`config.mk`:
```
export PLATFORM = sky130hd
export DESIGN_NAME = rate_path_selector
export DESIGN_NICKNAME = d
export VERILOG_FILES = /design/src/rtl/ratesel_pkg.sv /design/src/rtl/ratesel_datapath.sv /design/src/rtl/ratesel_control.sv /design/src/rtl/rate_path_selector.sv
export SDC_FILE = /design/constraint.sdc
export NUM_CORES = 1
export LEC_CHECK = 0
export ABC_AREA = 1
export BUFFER_PORTS_ARGS = -buffer_cell sky130_fd_sc_hd__buf_2
export CORE_MARGIN = 4
export CORE_UTILIZATION = 60
export CTS_BUF_LIST = sky130_fd_sc_hd__clkbuf_16
export DETAILED_ROUTE_END_ITERATION = 10
export GPL_ROUTABILITY_DRIVEN = 0
export MAX_ROUTING_LAYER = met4
export PLACE_DENSITY = 0.79
export SLEW_MARGIN = 15
export SYNTH_ARGS = -nofsm -noshare
export SYNTH_HDL_FRONTEND = slang
export SYNTH_SLANG_ARGS = --single-unit
```
`constraint.sdc`:
```
create_clock -name clk -period 4.93 [get_ports clk]
set_clock_uncertainty 0.1 [all_clocks]
set_input_delay 1.2325 -clock clk [delete_from_list [all_inputs] [get_ports clk]]
set_output_delay 1.2325 -clock clk [all_outputs]
set_load 0.02 [all_outputs]
```
`src/rtl/ratesel_pkg.sv`:
```
package ratesel_pkg;
  // strobes issued by the gate controller to the datapath
  typedef struct packed {
    logic gateEnd;    // last reference cycle of the measurement gate
    logic selUpdate;  // re-evaluate the path select this cycle
  } ctrlStrobe_t;

  // per-gate measurement flags returned by the datapath
  typedef struct packed {
    logic agree;   // within one count of previous gate
    logic silent;  // no edge seen in this gate
  } measFlags_t;
endpackage

```
`src/rtl/ratesel_datapath.sv`:
```
module ratesel_datapath
  import ratesel_pkg::*;
#(
  parameter int RATE_W      = 16,
  parameter int HYST_COUNTS = 5
) (
  input  logic              clk,
  input  logic              rstN,
  input  logic              lrckIn,
  input  logic [RATE_W-1:0] thresholdIn,
  input  ctrlStrobe_t       strobe,
  output measFlags_t        flags,
  output logic [RATE_W-1:0] rateOut,
  output logic              selectX2Out
);
  localparam logic [RATE_W-1:0] CNT_MAX = '1;
  localparam logic [RATE_W:0]   HYST_W  = (RATE_W+1)'(HYST_COUNTS);

  logic              syncA, syncB, syncPrev;
  logic              riseDet;
  logic [RATE_W-1:0] edgeCnt, measNow, rateReg, absDiff;
  logic              selReg;

  // two-flop synchronizer plus a history flop for edge detection
  always_ff @(posedge clk or negedge rstN) begin
    if (!rstN) begin
      syncA    <= 1'b0;
      syncB    <= 1'b0;
      syncPrev <= 1'b0;
    end else begin
      syncA    <= lrckIn;
      syncB    <= syncA;
      syncPrev <= syncB;
    end
  end

  assign riseDet = syncB & ~syncPrev;

  // count including an edge that lands on the final gate cycle
  always_comb begin
    if (riseDet && edgeCnt != CNT_MAX) measNow = edgeCnt + 1'b1;
    else                               measNow = edgeCnt;
  end

  always_ff @(posedge clk or negedge rstN) begin
    if (!rstN) begin
      edgeCnt <= '0;
      rateReg <= '0;
    end else if (strobe.gateEnd) begin
      edgeCnt <= '0;
      rateReg <= measNow;
    end else if (riseDet && edgeCnt != CNT_MAX) begin
      edgeCnt <= edgeCnt + 1'b1;
    end
  end

  always_comb begin
    absDiff      = (measNow >= rateReg) ? (measNow - rateReg) : (rateReg - measNow);
    flags.agree  = (absDiff <= RATE_W'(1));
    flags.silent = (measNow == '0);
  end

  // hysteresis comparison, widened by one bit against overflow
  logic [RATE_W:0] measWide, thrWide;
  assign measWide = {1'b0, measNow};
  assign thrWide  = {1'b0, thresholdIn};

  always_ff @(posedge clk or negedge rstN) begin
    if (!rstN) begin
      selReg <= 1'b1;
    end else if (strobe.selUpdate) begin
      if (measWide > thrWide + HYST_W)       selReg <= 1'b0;
      else if (measWide + HYST_W < thrWide)  selReg <= 1'b1;
    end
  end

  assign rateOut     = rateReg;
  assign selectX2Out = selReg;
endmodule

```
`src/rtl/ratesel_control.sv`:
```
module ratesel_control
  import ratesel_pkg::*;
#(
  parameter int GATE_CYCLES = 491520,
  parameter int LOCK_RUN    = 3
) (
  input  logic        clk,
  input  logic        rstN,
  input  measFlags_t  flags,
  output ctrlStrobe_t strobe,
  output logic        lockOut
);
  localparam int GW = (GATE_CYCLES > 1) ? $clog2(GATE_CYCLES) : 1;
  localparam int SW = $clog2(LOCK_RUN + 1);
  localparam logic [GW-1:0] GATE_LAST = GW'(GATE_CYCLES - 1);
  localparam logic [SW-1:0] RUN_FULL  = SW'(LOCK_RUN);

  logic [GW-1:0] gateCnt;
  logic [SW-1:0] streak, streakNext;
  logic          gateEnd, lockNext, lockReg;

  assign gateEnd = (gateCnt == GATE_LAST);

  always_ff @(posedge clk or negedge rstN) begin
    if (!rstN)        gateCnt <= '0;
    else if (gateEnd) gateCnt <= '0;
    else              gateCnt <= gateCnt + 1'b1;
  end

  // length of the current run of agreeing measurements
  always_comb begin
    if (flags.silent)                          streakNext = '0;
    else if (!flags.agree)                     streakNext = SW'(1);
    else if (streak == RUN_FULL)               streakNext = RUN_FULL;
    else                                       streakNext = streak + 1'b1;
    lockNext = (streakNext == RUN_FULL);
  end

  always_ff @(posedge clk or negedge rstN) begin
    if (!rstN) begin
      streak  <= '0;
      lockReg <= 1'b0;
    end else if (gateEnd) begin
      streak  <= streakNext;
      lockReg <= lockNext;
    end
  end

  assign strobe.gateEnd   = gateEnd;
  assign strobe.selUpdate = gateEnd & lockNext;
  assign lockOut          = lockReg;
endmodule

```
`src/rtl/rate_path_selector.sv`:
```
module rate_path_selector
  import ratesel_pkg::*;
#(
  parameter int GATE_CYCLES = 491520,
  parameter int RATE_W      = 16,
  parameter int HYST_COUNTS = 5,
  parameter int LOCK_RUN    = 3
) (
  input  logic              clk,
  input  logic              rstN,
  input  logic              lrckIn,
  input  logic [RATE_W-1:0] thresholdIn,
  output logic [RATE_W-1:0] rateOut,
  output logic              lockOut,
  output logic              selectX2Out
);
  ctrlStrobe_t strobe;
  measFlags_t  flags;

  ratesel_datapath #(
    .RATE_W     (RATE_W),
    .HYST_COUNTS(HYST_COUNTS)
  ) u_dp (
    .clk        (clk),
    .rstN       (rstN),
    .lrckIn     (lrckIn),
    .thresholdIn(thresholdIn),
    .strobe     (strobe),
    .flags      (flags),
    .rateOut    (rateOut),
    .selectX2Out(selectX2Out)
  );

  ratesel_control #(
    .GATE_CYCLES(GATE_CYCLES),
    .LOCK_RUN   (LOCK_RUN)
  ) u_ctrl (
    .clk    (clk),
    .rstN   (rstN),
    .flags  (flags),
    .strobe (strobe),
    .lockOut(lockOut)
  );
endmodule

```
---- Word level (Yosys, flattened, before mapping) ----
Index checks and enable logic that the tools add are counted.
operators by class
  add/subtract/negate cells ............... 7
  divide/modulo/power cells ............... 0
  bitwise logic cells ..................... 3
  shift-type cells ........................ 0
  magnitude comparators ................... 4
  mux-type cells .......................... 9
  eq/ne operators ......................... 4
  reduce and logical (&&, ||, !) cells .... 4
  $mul .................................... 0
operators with widths
  cell                   number
  $mux 16                3
  $add 16x3->17 const B  2
  $sub 16x16->16         2
  $add 19x1->19 const B  1
  $eq 19x19->1 const B   1
  $mux 19                1
  $gt 16x17->1           1
  $lt 17x16->1           1
  $add 16x1->16 const B  1
  $ge 16x16->1           1
  $le 16x1->1 const B    1
  $logic_not 16->1       1
  $ne 16x16->1 const B   1
  $mux 2                 3
  $eq 2x2->1 const B     2
  $add 2x1->2 const B    1
  $and 1x1->1            2
  $mux 1                 2
  $reduce_and 2->1       1
  $reduce_bool 2->1      1
  $logic_and 1x1->1      1
  $not 1->1              1
storage, ports and cells
  memories ................................ 0
  bits in writable memories ............... 0
  bits of input ports ..................... 19
  output and inout bits ................... 18
  bits in latches ......................... 0
  memory bits (read-only) ................. 0
  register bits after elaboration ......... 58

---- Longest topological paths before layout ----
Gate-level depths: netlist (run 1).
  depth in word-level cells ............... 12
  mapped depth ............................ 32
  mapped depth without buffers ............ 32

---- Cells and area by module ----
Synthesis (run 1) repeated with hierarchy kept, for this count alone.
unflattened totals
  cells, all modules ...................... 1049
  area, all modules ....................... 6657.6 um2
by module, submodules not included
  module            area each (um2)  times used  sequential area each (um2)  cells each
  ratesel_datapath  5415.2           1           902.1                       894
  ratesel_control   1242.4           1           550.5                       155

---- Least setup slack after synthesis (run 1) ----
OpenSTA, ideal clock, no wires.
  path type ............................... register to register
  from .................................... register u_dp.edgeCnt[0]
  to ...................................... register u_dp.selReg, in the netlist u_dp.selectX2Out
  arrival time ............................ 3.665 ns
  buffers on the path ..................... 1
  path slack .............................. 1.097 ns
  cell stages (with the launch flop) ...... 31
  cells stage by stage .................... dfrtp_1 -> ha_1 -> nand2_1 -> nor2_2 -> nand2_1 -> inv_2 -> nand2_2 -> nand2_4 -> buf_6 -> xor2_2 -> inv_1 -> ha_1 -> inv_1 -> a21oi_1 -> nand2_1 -> nor2_1 -> nand2_1 -> nor2_1 -> xor2_1 -> ha_1 -> a21oi_1 -> nor3_1 -> a211oi_1 -> nand2_1 -> nand3_1 -> nand2_1 -> nand2_1 -> nand2_1 -> nor2_1 -> nand4_1 -> a21oi_2
on the way
  cells in the longest elaborated chain, start to end .. 11
  elaborated cells on any way between the ends .. 20
  classes of those cells .................. 4 x add/sub; 4 x order compare; 2 x eq/ne; 5 x mux; 1 x bitwise; 4 x reduce/logical
ends and longest elaborated chain
  element                                                                RTL line                text
  start, declared                                                        ratesel_datapath.sv:21  logic [RATE_W-1:0] edgeCnt, measNow, rateReg, absDiff;
  start signal, assigned                                                 ratesel_datapath.sv:53  edgeCnt <= edgeCnt + 1'b1;
  parallel branches: the longest is 2 deep, another holds $add 16x1->16  -
  $mux 16 (*)                                                            -
  via u_dp.measNow[0]                                                    ratesel_datapath.sv:21
  $sub 16x16->16 / $ge 16x16->1 (equally long branches)                  ratesel_datapath.sv:58  absDiff = (measNow >= rateReg) ? (measNow - rateReg) : (rateReg - measNow);
  $mux 16                                                                ratesel_datapath.sv:58
  $le 16x1->1                                                            ratesel_datapath.sv:59  flags.agree = (absDiff <= RATE_W'(1));
  $mux 2                                                                 ratesel_control.sv:33   else if (!flags.agree) streakNext = SW'(1);
  $mux 2                                                                 ratesel_control.sv:32   if (flags.silent) streakNext = '0;
  $eq 2x2->1                                                             ratesel_control.sv:36   lockNext = (streakNext == RUN_FULL);
  $and 1x1->1                                                            ratesel_control.sv:50   assign strobe.selUpdate = gateEnd & lockNext;
  $reduce_and 2->1 (no line)                                             -
  end signal, assigned                                                   ratesel_datapath.sv:70  selReg <= 1'b1;
  end signal, assigned                                                   ratesel_datapath.sv:72  if (measWide > thrWide + HYST_W) selReg <= 1'b0;
  end signal, assigned                                                   ratesel_datapath.sv:73  else if (measWide + HYST_W < thrWide) selReg <= 1'b1;
  end, declared                                                          ratesel_datapath.sv:22  logic selReg;
Mark *: on every way through the listed nets, which the timed path passes.
A chain may end at the register's enable or synchronous reset.

---- Worst setup path in the final report (run 1) ----
Ends and elaborated chain as after synthesis.

==> summary.txt, run 1 <==
Run status
  • Status: completed

CTS
  • Hold buffer count at CTS: 0
  • CTS clk-pin slew, worst paths: 0.06 ns
  • H-tree depth: 3
  • CTS Buf Count: 9
  • CTS Buffer Depth: 2
  • Clock Tree Root: clkbuf_16
  • Clk sinks: 58
  • CTS tree: yes
  • Clock Latency Late Sink: 0.34 ns
  • Postcts setup bufs: 0
  • Post-cts resize count: 0

Place
  • HPWL after DPL: 12400 um
  • Place WS: 0.453 ns
  • Number of I/O port buffers: 36

Power
  • Static Leak: 3.84 nW
  • Power per cell area: 470 nW/um^2
  • Worst vdd ir: 0.392 mV
  • Tot Pwr: 3.23 mW

Synth
  • Syn nets: 1058
  • Ys Warns: 0
  • Synth cell types: 39
  • Top cell type's share of synthesized area: 23.0%
  • Synth top area cells: dfrtp_1 23%, nand2_1 17%, ha_1 14%, inv_1 9.5%, nor2_1 6.6%
  • Area of the mapped netlist: 6190 um^2
  • Syn_area_per_cell: 6.39 um^2
  • Yosys reg bits: 58
  • Synth area leader: dfrtp_1
  • Commonest cells in the netlist: 286 x nand2_1, 157 x inv_1, 108 x nor2_1
  • Number of flops mapped to enable cells by yosys: 0
  • Register area share after synthesis: 23.5%
  • Count leader, synth: nand2_1
  • Primary FF master, synth: dfrtp_1
  • Share of synthesized registers carrying an async set or reset: 100%
  • Post-synthesis cell count: 969

Detailed routing
  • Drt total wl: 15800 um
  • First-pass iteration count of the detailed router: 5
  • DR iter-0 viols: 484
  • Routed Antenna Nets: 0
  • DR DRC count: 0
  • Via count: 6149
  • Wire per inst: 13.7 um
  • Via density: 5.35

STA
  • Post-route minimum period: 4.45 ns
  • Crit share post-route: 90.2%
  • Final Hold Fails: 0
  • FMAX: 0.225 GHz
  • Max-slew violation count: 0
  • Setup_tns: 0 ns
  • Slew headroom: 62.0%
  • RSZ-0062 raised after global routing: false
  • Slew @ Worst Pin: 0.563 ns
  • Final Setup Violations: 0
  • Setup WS post-layout: 0.484 ns

Setup path
  • Startpoint class of the critical path: flip-flop
  • R2R depth: 29
  • CP Max Fanout: 13
  • Slowest cell on crit path: dfrtp_2
  • Worst EP arrival: 4.62 ns
  • Crit path top cell by count: nand2_1
  • Largest stage delay, worst path: 0.41 ns
  • Crit path capture type: flip-flop
  • Critical Path RT: 5.11 ns
  • Critical path class: reg2reg

GRT
  • Largest net degree at the start of global routing: 56
  • Number of global-route vias before repair: 5987
  • Overflow after GRT: 0
  • First-pass GRT wire length: 26500 um
  • GRT Util Overall: 28.9%
  • Initial antenna violation count: 0

Floorplan
  • Io pins: 37
  • Rows: 36
  • Die Y: 110 um
  • Die Area: 12000 um^2
  • Starting density of the core: 62.4%
  • Die width: 110 um
  • Core area: 9910 um^2

Worst hold path
  • Hold depth: 0
  • Hold Path Class: reg2reg

Final layout
  • Share of cells above drive strength 1: 9.34%
  • Nets: 1101
  • Area growth from synthesis to layout: 11.1%
  • Diode count: 0

Run
  • Max-cap violations: 0
state kept, by name, summed over array words and instances, names as in the netlist:
name	count
u_dp.syncA	1
u_dp.syncPrev	1
u_ctrl.gateCnt	19
u_dp.rateOut	16
u_ctrl.streak	2
u_dp.selectX2Out	1
u_dp.syncB	1
u_dp.edgeCnt	16
u_ctrl.lockOut	1
report_power, final:
group	switching, mW	leakage (nW)	internal (mW)
Sequential	0.0616	0.732	0.532
Clock	0.231	0.170	0.489
Combinational	1.25	2.93	0.668
area by class of cell:
class / instances / area (um^2)
clock buffers: 9 / 225
clock inverters: 7 / 110
fillers: 909 / 3040
inverters: 164 / 616
multi-input cells: 736 / 4070
flip-flops and latches: 58 / 1450
well taps: 133 / 166
repair buffers: 43 / 233
worst max-delay path: cells and delay by family (launching register included):
kind | cells | cell delay, ns
XOR/XNOR | 2 | 0.34
AO/OA/AOI/OAI | 4 | 0.67
AND/OR/NAND/NOR | 17 | 1.84
buffers and inverters | 3 | 0.27
flip-flops | 1 | 0.41
adder cells (fa/ha/maj) | 3 | 0.73
metal layers:
| layer | global-route usage, % | up-vias | wire length (um) |
|---|---|---|---|
| met2 | 48.2 | 161 | 7530 |
| met3 | 3.52 | 34 | 752 |
| met4 | 11.2 | 0 | 397 |
| met1 | 35.8 | 2808 | 7130 |
| met5 | - | - | 0 |
| li1 | - | 3146 | - |
cell families (layout without fill, tap and decap cells):
kind of cell | count (synthesis) | count (layout) | synth area share [%]
compound gates | 85 | 85 | 7.68
flops | 58 | 58 | 23.5
fa+ha+maj | 70 | 70 | 14.4
simple gates | 539 | 539 | 37.5
buf+inv | 175 | 223 | 10.9
xor+xnor | 42 | 42 | 6.07
path summary, 6_finish.rpt:
path                                  from          endpoint  slack, ns
max in group asynchronous             rstN  u_dp.selectX2Out       3.09
hold / removal                  u_dp.syncA        u_dp.syncB       0.25
min in group asynchronous             rstN   u_dp.edgeCnt[0]       0.77
setup / recovery           u_dp.edgeCnt[0]  u_dp.selectX2Out       0.48
setup reg to reg           u_dp.edgeCnt[0]  u_dp.selectX2Out       0.48
hold reg to reg                 u_dp.syncA        u_dp.syncB       0.25
layout by cell type, fill, tap and decap left out, types with 2 or more instances in the layout:
| cell type | synthesis | layout |
|---|---|---|
| inv_1 | 157 | 159 |
| nor2_2 | 4 | 4 |
| ha_1 | 68 | 67 |
| nand2_2 | 8 | 8 |
| buf_2 | 2 | 36 |
| bufinv_16 | 0 | 3 |
| inv_2 | 7 | 7 |
| nand4_1 | 22 | 22 |
| xnor2_1 | 3 | 3 |
| o21ai_2 | 3 | 3 |
| o21bai_1 | 3 | 3 |
| fa_1 | 2 | 2 |
| nor3_2 | 5 | 4 |
| a21oi_1 | 56 | 56 |
| buf_4 | 0 | 7 |
| clkbuf_16 | 0 | 9 |
| o21ai_0 | 11 | 11 |
| nor3b_1 | 2 | 2 |
| nand2_4 | 4 | 4 |
| a211oi_1 | 3 | 3 |
| nor3_1 | 20 | 20 |
| nand3b_1 | 2 | 2 |
| a21o_1 | 3 | 3 |
| nand3_1 | 73 | 73 |
| xor2_1 | 38 | 38 |
| nand2_1 | 286 | 286 |
| dfrtp_1 | 57 | 56 |
| nor2_1 | 108 | 108 |
| o21ai_1 | 2 | 2 |
through the flow:
step                utilization [%]  instances  hold WS [ns]  area (um^2)
floorplan                         -        969         0.231         6190
global placement               65.9       1134         0.239         6540
detailed placement             65.9       1134         0.242         6540
CTS                            69.3       1150         0.253         6870
global route                   69.4       1150         0.265         6870
finish                         69.4       1150         0.251         6870
(Power assumes the default switching activity.)
==> run 2: changes to the inputs <==
==> constraint.sdc (replaced) <==
create_clock -name clk -period 5.6 [get_ports clk]
set_clock_uncertainty 0.1 [all_clocks]
set_input_delay 1.4 -clock clk [delete_from_list [all_inputs] [get_ports clk]]
set_output_delay 1.4 -clock clk [all_outputs]
set_load 0.02 [all_outputs]
==> summary.txt, run 2 (synthesis gave the netlist of run 1 again) <==
Run status
  • Status: completed

Power
  • Static Leak: 3.78 nW (-1.4%)
  • Sw Pwr: 1.35 mW (-12%)
  • Tot Pwr: 2.69 mW (-17%)
  • Internal power: 1.34 mW (-21%)
  • Gate power share: 61.9% (+2.5 points)
  • Power per cell area: 397 nW/um^2 (-16%)
  • Sequential cell fraction of total power: 19.4% (+1.0 points)
  • Clk pwr share: 18.6% (-3.7 points)
  • Worst vdd ir: 0.331 mV (-16%)
  • Switching Fraction: 50.2% (+2.5 points)

CTS
  • Clock Tree Root: clkbuf_16
  • Clk sinks: 58 (unchanged)
  • Clock Latency Late Sink: 0.34 ns (about the same)
  • H-tree depth: 3 (unchanged)
  • CTS tree: yes
  • Postcts setup bufs: 0 (unchanged)
  • Hold buffer count at CTS: 0 (unchanged)
  • CTS Buffer Depth: 2 (unchanged)
  • Post-cts resize count: 0 (unchanged)
  • CTS clk-pin slew, worst paths: 0.05 ns (about the same)
  • CTS Buf Count: 9 (unchanged)

STA
  • Setup WS post-layout: 1.11 ns (+0.621 ns)
  • Slew headroom: 51.6% (-10 points)
  • Setup_tns: 0 ns (unchanged)
  • RSZ-0062 raised after global routing: false
  • Slew @ Worst Pin: 0.726 ns (+0.163 ns)
  • Final Setup Violations: 0 (unchanged)
  • Max-slew violation count: 0 (unchanged)
  • Hold_ws: 0.250 ns (-0.000354 ns)
  • Final Hold Fails: 0 (unchanged)
  • FMAX: 0.222 GHz (-1.1%)
  • Post-route minimum period: 4.49 ns (+0.0488 ns)
  • Crit share post-route: 80.3% (-9.9 points)

Floorplan
  • Rows: 36 (unchanged)
  • Die Area: 12000 um^2 (unchanged)
  • Die Y: 110 um (unchanged)
  • Die width: 110 um (unchanged)
  • Starting density of the core: 62.4% (unchanged)
  • Core area: 9910 um^2 (unchanged)
  • Io pins: 37 (unchanged)

Setup path
  • Critical Path RT: 5.78 ns (+0.67 ns)
  • Critical path class: reg2reg
  • Crit. path cell count: 30 (+3.4%)
  • Crit path top cell by count: nand2_1
  • Crit path capture type: flip-flop
  • R2R depth: 30 (+3.4%)
  • Slowest cell on crit path: dfrtp_1
  • Startpoint class of the critical path: flip-flop
  • Worst EP arrival: 4.67 ns (+0.05 ns)
  • Largest stage delay, worst path: 0.43 ns (+0.02 ns)
  • Crit path max-delay family: simple AND/OR/NAND/NOR gates
  • CP Max Fanout: 13 (unchanged)
  • Worst Path Buf+Inv: 4 (+1)
  • Worst reg2reg setup slack: 1.11 ns (+0.62 ns)

Place
  • Place WS: 1.16 ns (+0.708 ns)
  • Number of I/O port buffers: 36 (unchanged)
  • Placed instance area: 6510 um^2 (-0.34%)
  • HPWL after DPL: 12200 um (-1.8%)

Final layout
  • Fillers: 894 (-1.7%)
  • Reg with most FFs: u_ctrl.gateCnt
  • Commonest non-fill, non-tap cell in the layout: nand2_1
  • Nets: 1098 (-0.27%)
  • Largest register FFs: 19 (unchanged)
  • Share of cells above drive strength 1: 9.07% (-0.27 points)
  • Area growth from synthesis to layout: 9.60%
  • Diode count: 0 (unchanged)
  • Register area: 1450 um^2 (about the same)
  • Multi-input logic area: 4070 um^2 (about the same)
  • Layout Cell Area excl Fill: 6780 um^2 (-1.3%)
  • Most frequent cells in the layout: 286 x nand2_1, 157 x inv_1, 108 x nor2_1, 73 x nand3_1, 68 x ha_1

Worst hold path
  • Hold depth: 0 (unchanged)
  • Hold Path Class: reg2reg

Run
  • Max-cap violations: 0 (unchanged)

GRT
  • Largest net degree at the start of global routing: 59 (+5.4%)
  • Initial antenna violation count: 0 (unchanged)
  • GRT Util Overall: 28.1% (-0.73 points)
  • First-pass GRT wire length: 25900 um (-2.3%)
  • Overflow after GRT: 0 (unchanged)
  • Number of global-route vias before repair: 5762 (-3.8%)

Detailed routing
  • DR DRC count: 0 (unchanged)
  • First-pass iteration count of the detailed router: 6 (+1)
  • Routed Antenna Nets: 0 (unchanged)
  • Via count: 6153 (+0.065%)
  • Drt total wl: 15400 um (-2.3%)
  • DR iter-0 viols: 486 (+0.41%)
  • Wire per inst: 13.5 um (-2.0%)
  • Via density: 5.36 (+0.33%)
==> run 2: changes by cell type in the layout (fill, tap and decap cells not counted) <==
| cell | change |
|---|---|
| bufinv_16 | -3 |
| dfrtp_1 | +1 |
| ha_1 | +1 |
| inv_6 | +1 |
| dfrtp_2 | -1 |
| clkinv_2 | +2 |
| ha_2 | -1 |
| inv_1 | -2 |
| clkinv_4 | -1 |
| clkinvlp_4 | +3 |
| buf_4 | -3 |
==> run 2: layer usage <==
layer	up-vias	share of wire [%]	global-route usage [%]
li1	3137	-	-
met2	182	47	47.0
met1	2799	45	35.1
met3	35	5.1	2.58
met5	-	0	-
met4	0	2.7	11.6
==> run 2: cell type report <==
class	instances	share of cell area [%]
multi-input cells	736	60.0
flip-flops and latches	58	21.4
inverters	164	9.08
clock buffers	9	3.32
repair buffers	40	3.10
well taps	133	2.45
clock inverters	7	0.664
==> run 2: power by group through the flow <==
stage / registers, mW / logic, mW / clock network (mW)
floorplan: 0.511 / 1.27 / 0
global placement: 0.525 / 1.62 / 0
detailed placement: 0.526 / 1.64 / 0
CTS: 0.520 / 1.65 / 0.503
global route: 0.527 / 1.91 / 0.525
finish: 0.522 / 1.67 / 0.502
==> run 2: final timing paths <==
kind	startpoint	end
setup / recovery	u_dp.edgeCnt[0]	u_dp.selectX2Out
hold / removal	u_dp.syncA	u_dp.syncB
setup reg to reg	u_dp.edgeCnt[0]	u_dp.selectX2Out
hold reg to reg	u_dp.syncA	u_dp.syncB
max in group asynchronous	rstN	u_dp.rateOut[4]
min in group asynchronous	rstN	u_dp.edgeCnt[3]
==> run 2: metrics by stage <==
step,instances,util (%)
finish,1147,68.4
global route,1147,68.4
CTS,1147,68.4
detailed placement,1131,65.7
global placement,1131,65.7
floorplan,969,-
==> run 3: changes to the inputs <==
--- a/config.mk
+++ b/config.mk
@@ -8,12 +8,12 @@
 export ABC_AREA = 1
 export BUFFER_PORTS_ARGS = -buffer_cell sky130_fd_sc_hd__buf_2
 export CORE_MARGIN = 4
-export CORE_UTILIZATION = 60
+export CORE_UTILIZATION = 57
 export CTS_BUF_LIST = sky130_fd_sc_hd__clkbuf_16
 export DETAILED_ROUTE_END_ITERATION = 10
 export GPL_ROUTABILITY_DRIVEN = 0
 export MAX_ROUTING_LAYER = met4
-export PLACE_DENSITY = 0.79
+export PLACE_DENSITY = 0.78
 export SLEW_MARGIN = 15
 export SYNTH_ARGS = -nofsm -noshare
 export SYNTH_HDL_FRONTEND = slang
==> constraint.sdc (replaced) <==
create_clock -name clk -period 4.1 [get_ports clk]
set_clock_uncertainty 0.1 [all_clocks]
set_input_delay 1.025 -clock clk [delete_from_list [all_inputs] [get_ports clk]]
set_output_delay 1.025 -clock clk [all_outputs]
set_load 0.02 [all_outputs]
==> summary.txt, run 3 (synthesis gave the netlist of run 1 again) <==
STA
  • Post-route minimum period: 3.80 ns (-0.697 ns)
  • Slew headroom: 66.7% (+15 points)
  • Crit share post-route: 92.6% (+12 points)
  • Max-slew violation count: 0 (unchanged)
  • Setup_tns: 0 ns (unchanged)
  • Final Setup Violations: 0 (unchanged)
  • FMAX: 0.263 GHz (+18%)
  • Hold_ws: 0.251 ns (+0.000715 ns)
  • Final Hold Fails: 0 (unchanged)
  • Setup WS post-layout: 0.302 ns (-0.803 ns)
  • Slew @ Worst Pin: 0.495 ns (-0.231 ns)

GRT
  • First-pass GRT wire length: 27700 um (+7.2%)
  • Overflow after GRT: 0 (unchanged)
  • Largest net degree at the start of global routing: 51 (-14%)
  • Initial antenna violation count: 0 (unchanged)
  • GR Util met2: 46.6% (-0.47 points)
  • GR Util met1: 33.5% (-1.6 points)
  • GRT Util Overall: 27.4% (-0.78 points)
  • M3 GR Usage: 3.40% (+0.81 points)
  • Busiest grt layer: met2
  • Number of global-route vias before repair: 6169 (+7.1%)

Detailed routing
  • Drt total wl: 16400 um (+6.0%)
  • Routed Antenna Nets: 0 (unchanged)
  • DR DRC count: 0 (unchanged)
  • Via count: 6301 (+2.4%)
  • Via density: 5.34 (-0.37%)
  • DR iter-0 viols: 491 (+1.0%)
  • Wire per inst: 13.9 um (+3.1%)
  • First-pass iteration count of the detailed router: 5 (-1)

Final layout
  • Diode count: 0 (unchanged)
  • Most frequent cells in the layout: 282 x nand2_1, 157 x inv_1, 101 x nor2_1, 68 x nand3_1, 59 x ha_1
  • Final core occ: 69.7% (+1.3 points)
  • Nets: 1127 (+2.6%)
  • Layout Cell Area excl Fill: 7290 um^2 (+7.5%)
  • Commonest non-fill, non-tap cell in the layout: nand2_1
  • Largest register FFs: 19 (unchanged)
  • Share of cells above drive strength 1: 15.1% (+6.1 points)
  • Area growth from synthesis to layout: 17.9%
  • Reg with most FFs: u_ctrl.gateCnt
  • Final std cells w/o fill: 1179 (+2.8%)

Setup path
  • Worst EP arrival: 3.96 ns (-0.71 ns)
  • Startpoint class of the critical path: flip-flop
  • Largest stage delay, worst path: 0.39 ns (-0.04 ns)
  • CP Max Fanout: 12 (-1)
  • Slowest cell on crit path: dfrtp_1
  • Crit path from: u_dp.edgeCnt[1]
  • Crit path top cell by count: nand2_1
  • Reg2reg start: u_dp.edgeCnt[1]
  • Crit path capture type: flip-flop
  • Critical path class: reg2reg
  • Critical Path RT: 4.26 ns (-1.52 ns)

Worst hold path
  • Hold Path Origin: u_dp.syncA
  • Hold Path Class: reg2reg

Place
  • HPWL after DPL: 13000 um (+6.9%)
  • Place WS: -0.0377 ns (-1.20 ns)
  • DP Cell Count: 1163 (+2.8%)
  • Number of I/O port buffers: 36 (unchanged)
  • Placed instance area: 6730 um^2 (+3.4%)

Floorplan
  • Die Y: 112 um (+2.4%)
  • Starting density of the core: 59.1% (-3.3 points)
  • Die Area: 12600 um^2 (+4.9%)
  • Io pins: 37 (unchanged)
  • Rows: 37 (+2.8%)
  • Core area: 10500 um^2 (+5.6%)
  • Die width: 112 um (+2.4%)

CTS
  • CTS Buffer Depth: 2 (unchanged)
  • Clock Latency Late Sink: 0.33 ns (about the same)
  • Hold buffer count at CTS: 0 (unchanged)
  • CTS tree: yes
  • Clock Tree Root: clkbuf_16
  • H-tree depth: 3 (unchanged)
  • CTS Buf Count: 9 (unchanged)
  • CTS clk-pin slew, worst paths: 0.05 ns (about the same)
  • Clk sinks: 58 (unchanged)

Power
  • Power per cell area: 572 nW/um^2 (+44%)
  • Static Leak: 4.02 nW (+6.3%)
  • Tot Pwr: 4.17 mW (+55%)
  • Worst vdd ir: 0.282 mV (-15%)

Run
  • Max-cap violations: 0 (unchanged)

Run status
  • Status: completed
[run 3: what timing repair did]
action,4_1_cts,5_1_grt
resized for setup,0,57
buffers inserted,0,0
hold endpoints to repair,0,0
endpoints found under the setup margin,0,4
[run 3: worst paths after layout]
kind	to	cells past startpoint	slack (ns)
worst min register to register	u_dp.syncB	0	0.25
worst max register to register	u_dp.selectX2Out	29	0.30
max in group asynchronous	u_dp.selectX2Out	2	2.47
min in group asynchronous	u_ctrl.streak[0]	1	0.56
worst min-delay path	u_dp.syncB	0	0.25
worst max-delay path	u_dp.selectX2Out	29	0.30
[run 3: power by group]
part / internal, mW / switching, mW
Sequential: 0.638 / 0.0630
Combinational: 1.00 / 1.68
Clock: 0.525 / 0.267
[run 3: metal layers]
layer  wire length [um]  share of wire [%]
met5                  0                  0
met4                499                3.0
met3                639                3.9
met2               7970                 49
met1               7250                 44
[run 3: area by class of cell]
cell class                      count  area [um^2]
Clock inverter                      7         85.1
Inverter                          164          618
Timing Repair Buffer               69          432
Tap cell                          136          170
Multi-Input combinational cell    736         4310
Clock buffer                        9          225
Fill cell                         924         3170
Sequential cell                    58         1450
[run 3: worst max-delay path, delay by kind of cell, from the launching register on]
family	cells	cell delay, ns
compound gates	2	0.30
xor+xnor	1	0.20
fa+ha+maj	2	0.44
buf+inv	5	0.48
flops	1	0.39
simple gates	19	1.83
